File: config.mk
export PLATFORM = sky130hd
export DESIGN_NAME = pad_bscan_slice
export DESIGN_NICKNAME = d
export VERILOG_FILES = /design/src/rtl/bscan_pkg.sv /design/src/rtl/bscan_cell.sv /design/src/rtl/bscan_pin_mux.sv /design/src/rtl/pad_bscan_slice.sv
export SDC_FILE = /design/constraint.sdc
export NUM_CORES = 1
export LEC_CHECK = 0
export CAP_MARGIN = 20
export CORE_AREA = 10 10 47 49
export DETAILED_ROUTE_END_ITERATION = 16
export DIE_AREA = 0 0 57 59
export SETUP_SLACK_MARGIN = 0.4
export SLEW_MARGIN = 10
export SYNTH_ARGS = -nofsm -noshare
export SYNTH_HDL_FRONTEND = slang
export SYNTH_SLANG_ARGS = --single-unit
export TNS_END_PERCENT = 10
File: constraint.sdc
create_clock -name clk -period 0.87 [get_ports clk]
set_input_delay 0.174 -clock clk [delete_from_list [all_inputs] [get_ports clk]]
set_output_delay 0.174 -clock clk [all_outputs]
set_load 0.03 [all_outputs]
File: src/rtl/bscan_pkg.sv
package bscan_pkg;

    // Cells on the serial path; index 0 sits next to scan_out.
    localparam int NUM_CELLS = 3;
    localparam int IDX_SENSE = 0;
    localparam int IDX_DRIVE = 1;
    localparam int IDX_ENABLE = NUM_CELLS - 1;

    typedef enum logic [1:0] {
        ROLE_SENSE  = 2'd0,
        ROLE_DRIVE  = 2'd1,
        ROLE_ENABLE = 2'd2
    } cell_role_e;

    typedef struct packed {
        logic data;
        logic enable;
    } pad_drive_t;

    typedef struct packed {
        logic capture;
        logic shift;
        logic update;
    } strobe_t;

    function automatic pad_drive_t gate_float(pad_drive_t d, logic float_req);
        pad_drive_t r;
        r.data   = d.data;
        r.enable = d.enable & ~float_req;
        return r;
    endfunction

endpackage

File: src/rtl/bscan_cell.sv
module bscan_cell
    import bscan_pkg::*;
#(
    parameter cell_role_e ROLE = ROLE_SENSE
) (
    input  logic    clk,
    input  logic    rst,
    input  strobe_t strobe,
    input  logic    par_in,
    input  logic    ser_in,
    output logic    sr_q,
    output logic    upd_q
);

    always_ff @(posedge clk) begin
        if (rst) begin
            sr_q <= 1'b0;
        end else if (strobe.capture) begin
            sr_q <= par_in;
        end else if (strobe.shift) begin
            sr_q <= ser_in;
        end
    end

    always_ff @(posedge clk) begin
        if (rst) begin
            upd_q <= 1'b0;
        end else if (strobe.update) begin
            upd_q <= sr_q;
        end
    end

    // a capture edge loads the parallel input
    a_r3_capture_loads: assert property (@(posedge clk) disable iff (rst)
        strobe.capture |=> sr_q == $past(par_in));

    // a shift edge (no capture) loads the serial input
    a_r4_shift_loads: assert property (@(posedge clk) disable iff (rst)
        (strobe.shift && !strobe.capture) |=> sr_q == $past(ser_in));

    // the update stage holds without an update strobe
    a_r5_update_holds: assert property (@(posedge clk) disable iff (rst)
        !strobe.update |=> $stable(upd_q));

    // an update edge copies the capture/shift stage
    a_r9_update_copies: assert property (@(posedge clk) disable iff (rst)
        strobe.update |=> upd_q == $past(sr_q));

endmodule

File: src/rtl/bscan_pin_mux.sv
module bscan_pin_mux
    import bscan_pkg::*;
(
    input  logic                 pad_test,
    input  logic                 core_test,
    input  logic                 float_req,
    input  logic [NUM_CELLS-1:0] upd_vec,
    input  logic                 core_out,
    input  logic                 core_oe,
    input  logic                 pad_in,
    output pad_drive_t           pad_drv,
    output logic                 core_in
);

    pad_drive_t src;

    always_comb begin
        if (pad_test) begin
            src.data   = upd_vec[IDX_DRIVE];
            src.enable = upd_vec[IDX_ENABLE];
        end else begin
            src.data   = core_out;
            src.enable = core_oe;
        end
        pad_drv = gate_float(src, float_req);
        core_in = core_test ? upd_vec[IDX_SENSE] : pad_in;
    end

endmodule

File: src/rtl/pad_bscan_slice.sv
module pad_bscan_slice
    import bscan_pkg::*;
(
    input  logic clk,
    input  logic rst,
    input  logic scan_in,
    output logic scan_out,
    input  logic capture_en,
    input  logic shift_en,
    input  logic update_en,
    input  logic pad_test,
    input  logic core_test,
    input  logic float_req,
    input  logic core_out,
    input  logic core_oe,
    output logic core_in,
    output logic pad_out,
    output logic pad_oe,
    input  logic pad_in
);

    strobe_t              strobe;
    logic [NUM_CELLS-1:0] par_vec;
    logic [NUM_CELLS-1:0] ser_vec;
    logic [NUM_CELLS-1:0] sr_vec;
    logic [NUM_CELLS-1:0] upd_vec;
    pad_drive_t           pad_drv;

    assign strobe = '{capture: capture_en, shift: shift_en, update: update_en};

    always_comb begin
        par_vec             = '0;
        par_vec[IDX_SENSE]  = pad_in;
        par_vec[IDX_DRIVE]  = core_out;
        par_vec[IDX_ENABLE] = core_oe;
    end

    // Serial path runs from the highest index down to index 0.
    genvar gi;
    generate
        for (gi = 0; gi < NUM_CELLS; gi++) begin : g_cell
            if (gi == NUM_CELLS - 1) begin : g_head
                assign ser_vec[gi] = scan_in;
            end else begin : g_link
                assign ser_vec[gi] = sr_vec[gi+1];
            end
            bscan_cell #(
                .ROLE(cell_role_e'(gi))
            ) u_cell (
                .clk    (clk),
                .rst    (rst),
                .strobe (strobe),
                .par_in (par_vec[gi]),
                .ser_in (ser_vec[gi]),
                .sr_q   (sr_vec[gi]),
                .upd_q  (upd_vec[gi])
            );
        end
    endgenerate

    assign scan_out = sr_vec[0];

    bscan_pin_mux u_mux (
        .pad_test  (pad_test),
        .core_test (core_test),
        .float_req (float_req),
        .upd_vec   (upd_vec),
        .core_out  (core_out),
        .core_oe   (core_oe),
        .pad_in    (pad_in),
        .pad_drv   (pad_drv),
        .core_in   (core_in)
    );

    assign pad_out = pad_drv.data;
    assign pad_oe  = pad_drv.enable;

    // Input assumption: at most one strobe per cycle
    a_r4_strobe_exclusive: assert property (@(posedge clk) disable iff (rst)
        $onehot0({capture_en, shift_en, update_en}));

    // transparent path in functional mode
    a_r2_transparent: assert property (@(posedge clk) disable iff (rst)
        (!pad_test && !core_test) |-> (core_in == pad_in && pad_out == core_out));

    // pad side follows the update stages in pad test mode
    a_r6_pad_from_update: assert property (@(posedge clk) disable iff (rst)
        (pad_test && !float_req) |->
            (pad_out == upd_vec[IDX_DRIVE] && pad_oe == upd_vec[IDX_ENABLE]));

    // core input follows the sense update stage in core test mode
    a_r7_core_from_update: assert property (@(posedge clk) disable iff (rst)
        core_test |-> core_in == upd_vec[IDX_SENSE]);

    // float request keeps the driver off
    a_r8_float_off: assert property (@(posedge clk) disable iff (rst)
        float_req |-> !pad_oe);

endmodule

* Yosys cells after proc, flatten, opt, wreduce, memory -nomap -nowiden
Index checks and enable logic that the tools add are counted.
W data, S select, Z words.
** Operators by class
- Mux-type cells :: 8
- Bitwise gates (word level) :: 2
- Reduce and logical (&&, ||, !) cells :: 1
** Operators with widths (number)
- $mux W1 :: 7
- $mux W2 :: 1
- $reduce_bool A2 Y1 :: 1
- $and A1 B1 Y1 :: 1
- $not A1 Y1 :: 1
** Storage, ports and cells
- Flip-flop bits (word level) :: 6
- Input bits :: 12
- Output and inout bits :: 4
- Word-level logic and storage cells :: 17

* Depth between registers and ports, before layout
- Depth after elaboration :: 2
- Gate-level depth with buffers :: 2
- Depth with buffers taken out :: 2

* Hierarchy
From an unflattened synthesis, not the netlist that was laid out.
** Second synthesis, totals
- Cell total of the unflattened synthesis :: 28
- Area total of the unflattened synthesis :: 299.0 um^2
** Modules (own cells, without submodules)
- bscan_cell :: instances 3, cells an instance 8, area an instance 86.3 um^2, seq. area each 40.0 um^2
- bscan_pin_mux :: instances 1, cells an instance 4, area an instance 40.0 um^2, seq. area each 0.0 um^2

* Worst setup path after synthesis
No wires, ideal clock.
- Path type :: register to output
- From :: register g_cell[2].u_cell.upd_q
- To :: output pad_oe
- Arrival time :: 0.771 ns
- Data required time :: 0.696 ns
- Setup slack :: -0.075 ns
- Stages on the path, launching flop included :: 3
- Buffers on the path :: 0
- Cell sequence :: dfxtp_1 -> mux2i_1 -> nor2_1
** On the way
- Cells in the longest elaborated chain, start to end :: 2
** Ends and longest elaborated chain
- start: declaration :: line bscan_cell.sv:12 : output logic upd_q
- start signal: assignment :: line bscan_cell.sv:29 : upd_q <= sr_q;
- $mux W2 :: line bscan_pin_mux.sv:18 : if (pad_test) begin
- $and A1 B1 Y1 :: line bscan_pkg.sv:29 : r.enable = d.enable & ~float_req;
- end: declaration :: line pad_bscan_slice.sv:18 : output logic pad_oe,
No other way between the ends.

* Worst setup path after layout
- From :: register g_cell[1].u_cell.upd_q
- To :: output pad_out
** On the way
- Cells in the longest elaborated chain, start to end :: 1
** Ends and longest elaborated chain
- start: declaration :: line bscan_cell.sv:12
- start signal: assignment :: line bscan_cell.sv:29
- $mux W2 :: line bscan_pin_mux.sv:18
- end: declaration :: line pad_bscan_slice.sv:17 : output logic pad_out,
No other way between the ends.

==> impl_metrics.csv <==
group,metric,value,unit
floorplan,die_h,59,µm
clocking,clock-sinks,6,
yosys,synth_top_cell_area_share,0.4404,
yosys,yosysWarnings,0,
setup_path,critPathCaptureType,"output port",
floorplan,die-area,3363,µm²
floorplan,coreArea,1401,µm²
yosys,syn_area_per_cell,10.49,µm²
placement,place_congestion,0.7251,
clocking,cts_buffer_depth,2,
floorplan,fp.dieW,57,µm
yosys,ys_seq_area_frac,0.4404,
power,power_per_cell_area,1472,nW/µm²
clocking,tritoncts,"done",
yosys,netlist_area,272.8,µm²
final_layout,area_delta_synth_final,79.36,%
routing,drt_wl_total,753,µm
setup_path,startpoint_type,"register",
floorplan,rows,14,
placement,io_buffers,15,
clocking,post_cts.repair.setup_buffers,0,
floorplan,initial_utilization,0.1946,
global_route,grt_usage,0.04799,
yosys,postSynthCellCount,26,
timing,hold_viol,0,
yosys,ys_top_cells_by_area,"dfxtp_1, mux2i_1, a211oi_1",
clocking,cts_hold_buf,0,
yosys,syn_nets,38,
clocking,clkLatencyLatePin,0.24,ns
global_route,grt_max_degree,7,
global_route,antenna_found_initial,0,
setup_path,r2r-end,"g_cell[1].u_cell.sr_q",
status,status,"finished, violations left",
final_layout,drive_gt1_frac,0.3696,
placement,dp_slack,-0.9182,ns
routing,postRouteAntennaNets,0,
hold_path,min_delay_path_depth,2,
routing,dr.pass1.iters,1,
final_layout,finalNetCount,60,
routing,num_vias,261,
yosys,yosysTopAreaCell,"dfxtp_1",
yosys,synth_seq_cells,6,
hold_path,hold_class,"in2reg",
clocking,htreeDepth,1,
clocking,clk_pin_slew,0.05,ns
timing,timing.final.ws_setup,-0.2503,ns
routing,drtIter0Drc,0,
setup_path,critPathKind,"reg2out",
setup_path,critPathRequiredTime,0.70,ns
timing,rsz0062_at_grt,"yes",
final_layout,antenna_cells,0,
final_layout,post-route-util,0.3491,
timing,finalSetupViolations,4,
setup_path,r2r_cells,2,
timing,worst_pin_slew,0.2120,ns
setup_path,arrival,0.95,ns
hold_path,hp-start,"rst",
global_route,gr-total-overflow,0,
global_route,grt_pass1_wl,1214,µm
hold_path,hold_end,"g_cell[0].u_cell.sr_q",
timing,slew_violations,0,
clocking,cts_buffers,3,
placement,dpl.hpwl,631.5,µm
timing,timing.slew.headroom,0.8587,
setup_path,critPathMaxFanout,2,
floorplan,io_pins,16,
status,failed_checks,"setup timing",
timing,holdWs,0.3563,ns
global_route,first_global_vias,284,
power,p_leak,0.0002346,µW
flow_run,cap_violations,0,
yosys,ys_types,7,
timing,finClkSkew,0.002068,ns
clocking,root_buffer,"clkbuf_4",
timing,fin_crit_sh,1.288,
routing,wire_per_inst,12.15,µm
timing,tns,-0.7015,ns
setup_path,rr_startpoint,"g_cell[2].u_cell.sr_q",
timing,max_freq,0.8926,GHz
final_layout,n_fill_cell,162,
setup_path,r2r_slack,0.16,ns
routing,drc_errors,0,
timing,period_needed,1.120,ns
routing,post_drt_via_cell_ratio,4.210,
power,ir_drop,0.0006817,V
-- where the power goes --
part	switching [µW]	leakage, µW	internal [µW]	total, µW
registers	11.6	0.0000512	296	308
clock network	94.7	0.0000138	156	250
logic	71.6	0.000170	90.9	162
-- Yosys cell counts (all sizes together) --
master / count
a211oi: 3
inv: 1
nor2b: 3
mux2i: 7
dfxtp: 6
nor2: 4
mux2: 2
-- registers in the layout, indices dropped and copies added (netlist names) --
| signal | flops |
|---|---|
| g_cell.u_cell.sr_q | 3 |
| g_cell.u_cell.upd_q | 3 |
-- cell families after synthesis --
family / after synthesis / synth area share
muxes: 9 / 0.3395
DFF: 6 / 0.4404
and+or+nand+nor: 7 / 0.1238
buffers and inverters: 1 / 0.01375
AOI/OAI and AO/OA: 3 / 0.08256
-- placed cells by master, fill, tap and decap left out --
cell type | netlist | routed
clkbuf_4 | 0 | 3
nor2b_1 | 3 | 3
buf_6 | 0 | 4
dfxtp_2 | 0 | 5
clkdlybuf4s50_1 | 0 | 1
dlygate4sd2_1 | 0 | 10
nor2_1 | 4 | 3
inv_1 | 1 | 1
mux2_4 | 0 | 2
buf_4 | 0 | 2
a211oi_1 | 3 | 3
nor2_2 | 0 | 1
dfxtp_1 | 6 | 1
mux2i_1 | 7 | 7
-- layer usage --
metal	vias up	track usage	part of all wire
li1	135	-	-
met5	-	0	0
met3	0	0.02790	0.084
met1	120	0.04518	0.39
met4	0	0.04027	0
met2	6	0.07442	0.52
-- stage by stage --
| stage | instance area (µm²) | instances | power (µW) |
|---|---|---|---|
| final | 489.2 | 62 | 720.4 |
| after global routing | 489.2 | 62 | 768.4 |
| after CTS | 486.7 | 62 | 738.6 |
| after detailed placement | 459.2 | 59 | 479.5 |
| after global placement | 459.2 | 59 | 478.6 |
| after floorplan | 276.5 | 26 | 378.7 |
-- critical path, stage by stage, from the launching register on --
cell and delay (ns):
dfxtp_2 0.31, mux2_4 0.26, buf_6 0.14
-- repair_timing --
item / CTS / global route
pin swaps: 7 / 7
endpoints found under the setup margin: 10 / 10
resized for setup: 36 / 2
-- layout make-up --
type | instances | area [µm²] | area share
tap | 16 | 20.02 | 0.04092
multi-input combinational | 19 | 158.9 | 0.3248
timing repair buffer | 17 | 157.7 | 0.3223
inverter | 1 | 3.754 | 0.007673
sequential | 6 | 126.4 | 0.2583
clock buffer | 3 | 22.52 | 0.04604
-- worst max path at each step --
| stage | depth (start not counted) | to | slack [ns] | startpoint |
|---|---|---|---|---|
| global placement | 3 | pad_out | -0.93 | pad_test |
| finish | 2 | pad_out | -0.25 | g_cell[1].u_cell.upd_q |
| global route | 2 | core_in | -0.28 | g_cell[0].u_cell.upd_q |
| CTS | 2 | pad_out | -0.26 | g_cell[1].u_cell.upd_q |
| floorplan | 2 | pad_oe | 0.05 | g_cell[2].u_cell.upd_q |
| detailed placement | 3 | pad_out | -0.92 | pad_test |
No activity file was read; power rests on OpenSTA's default activity.
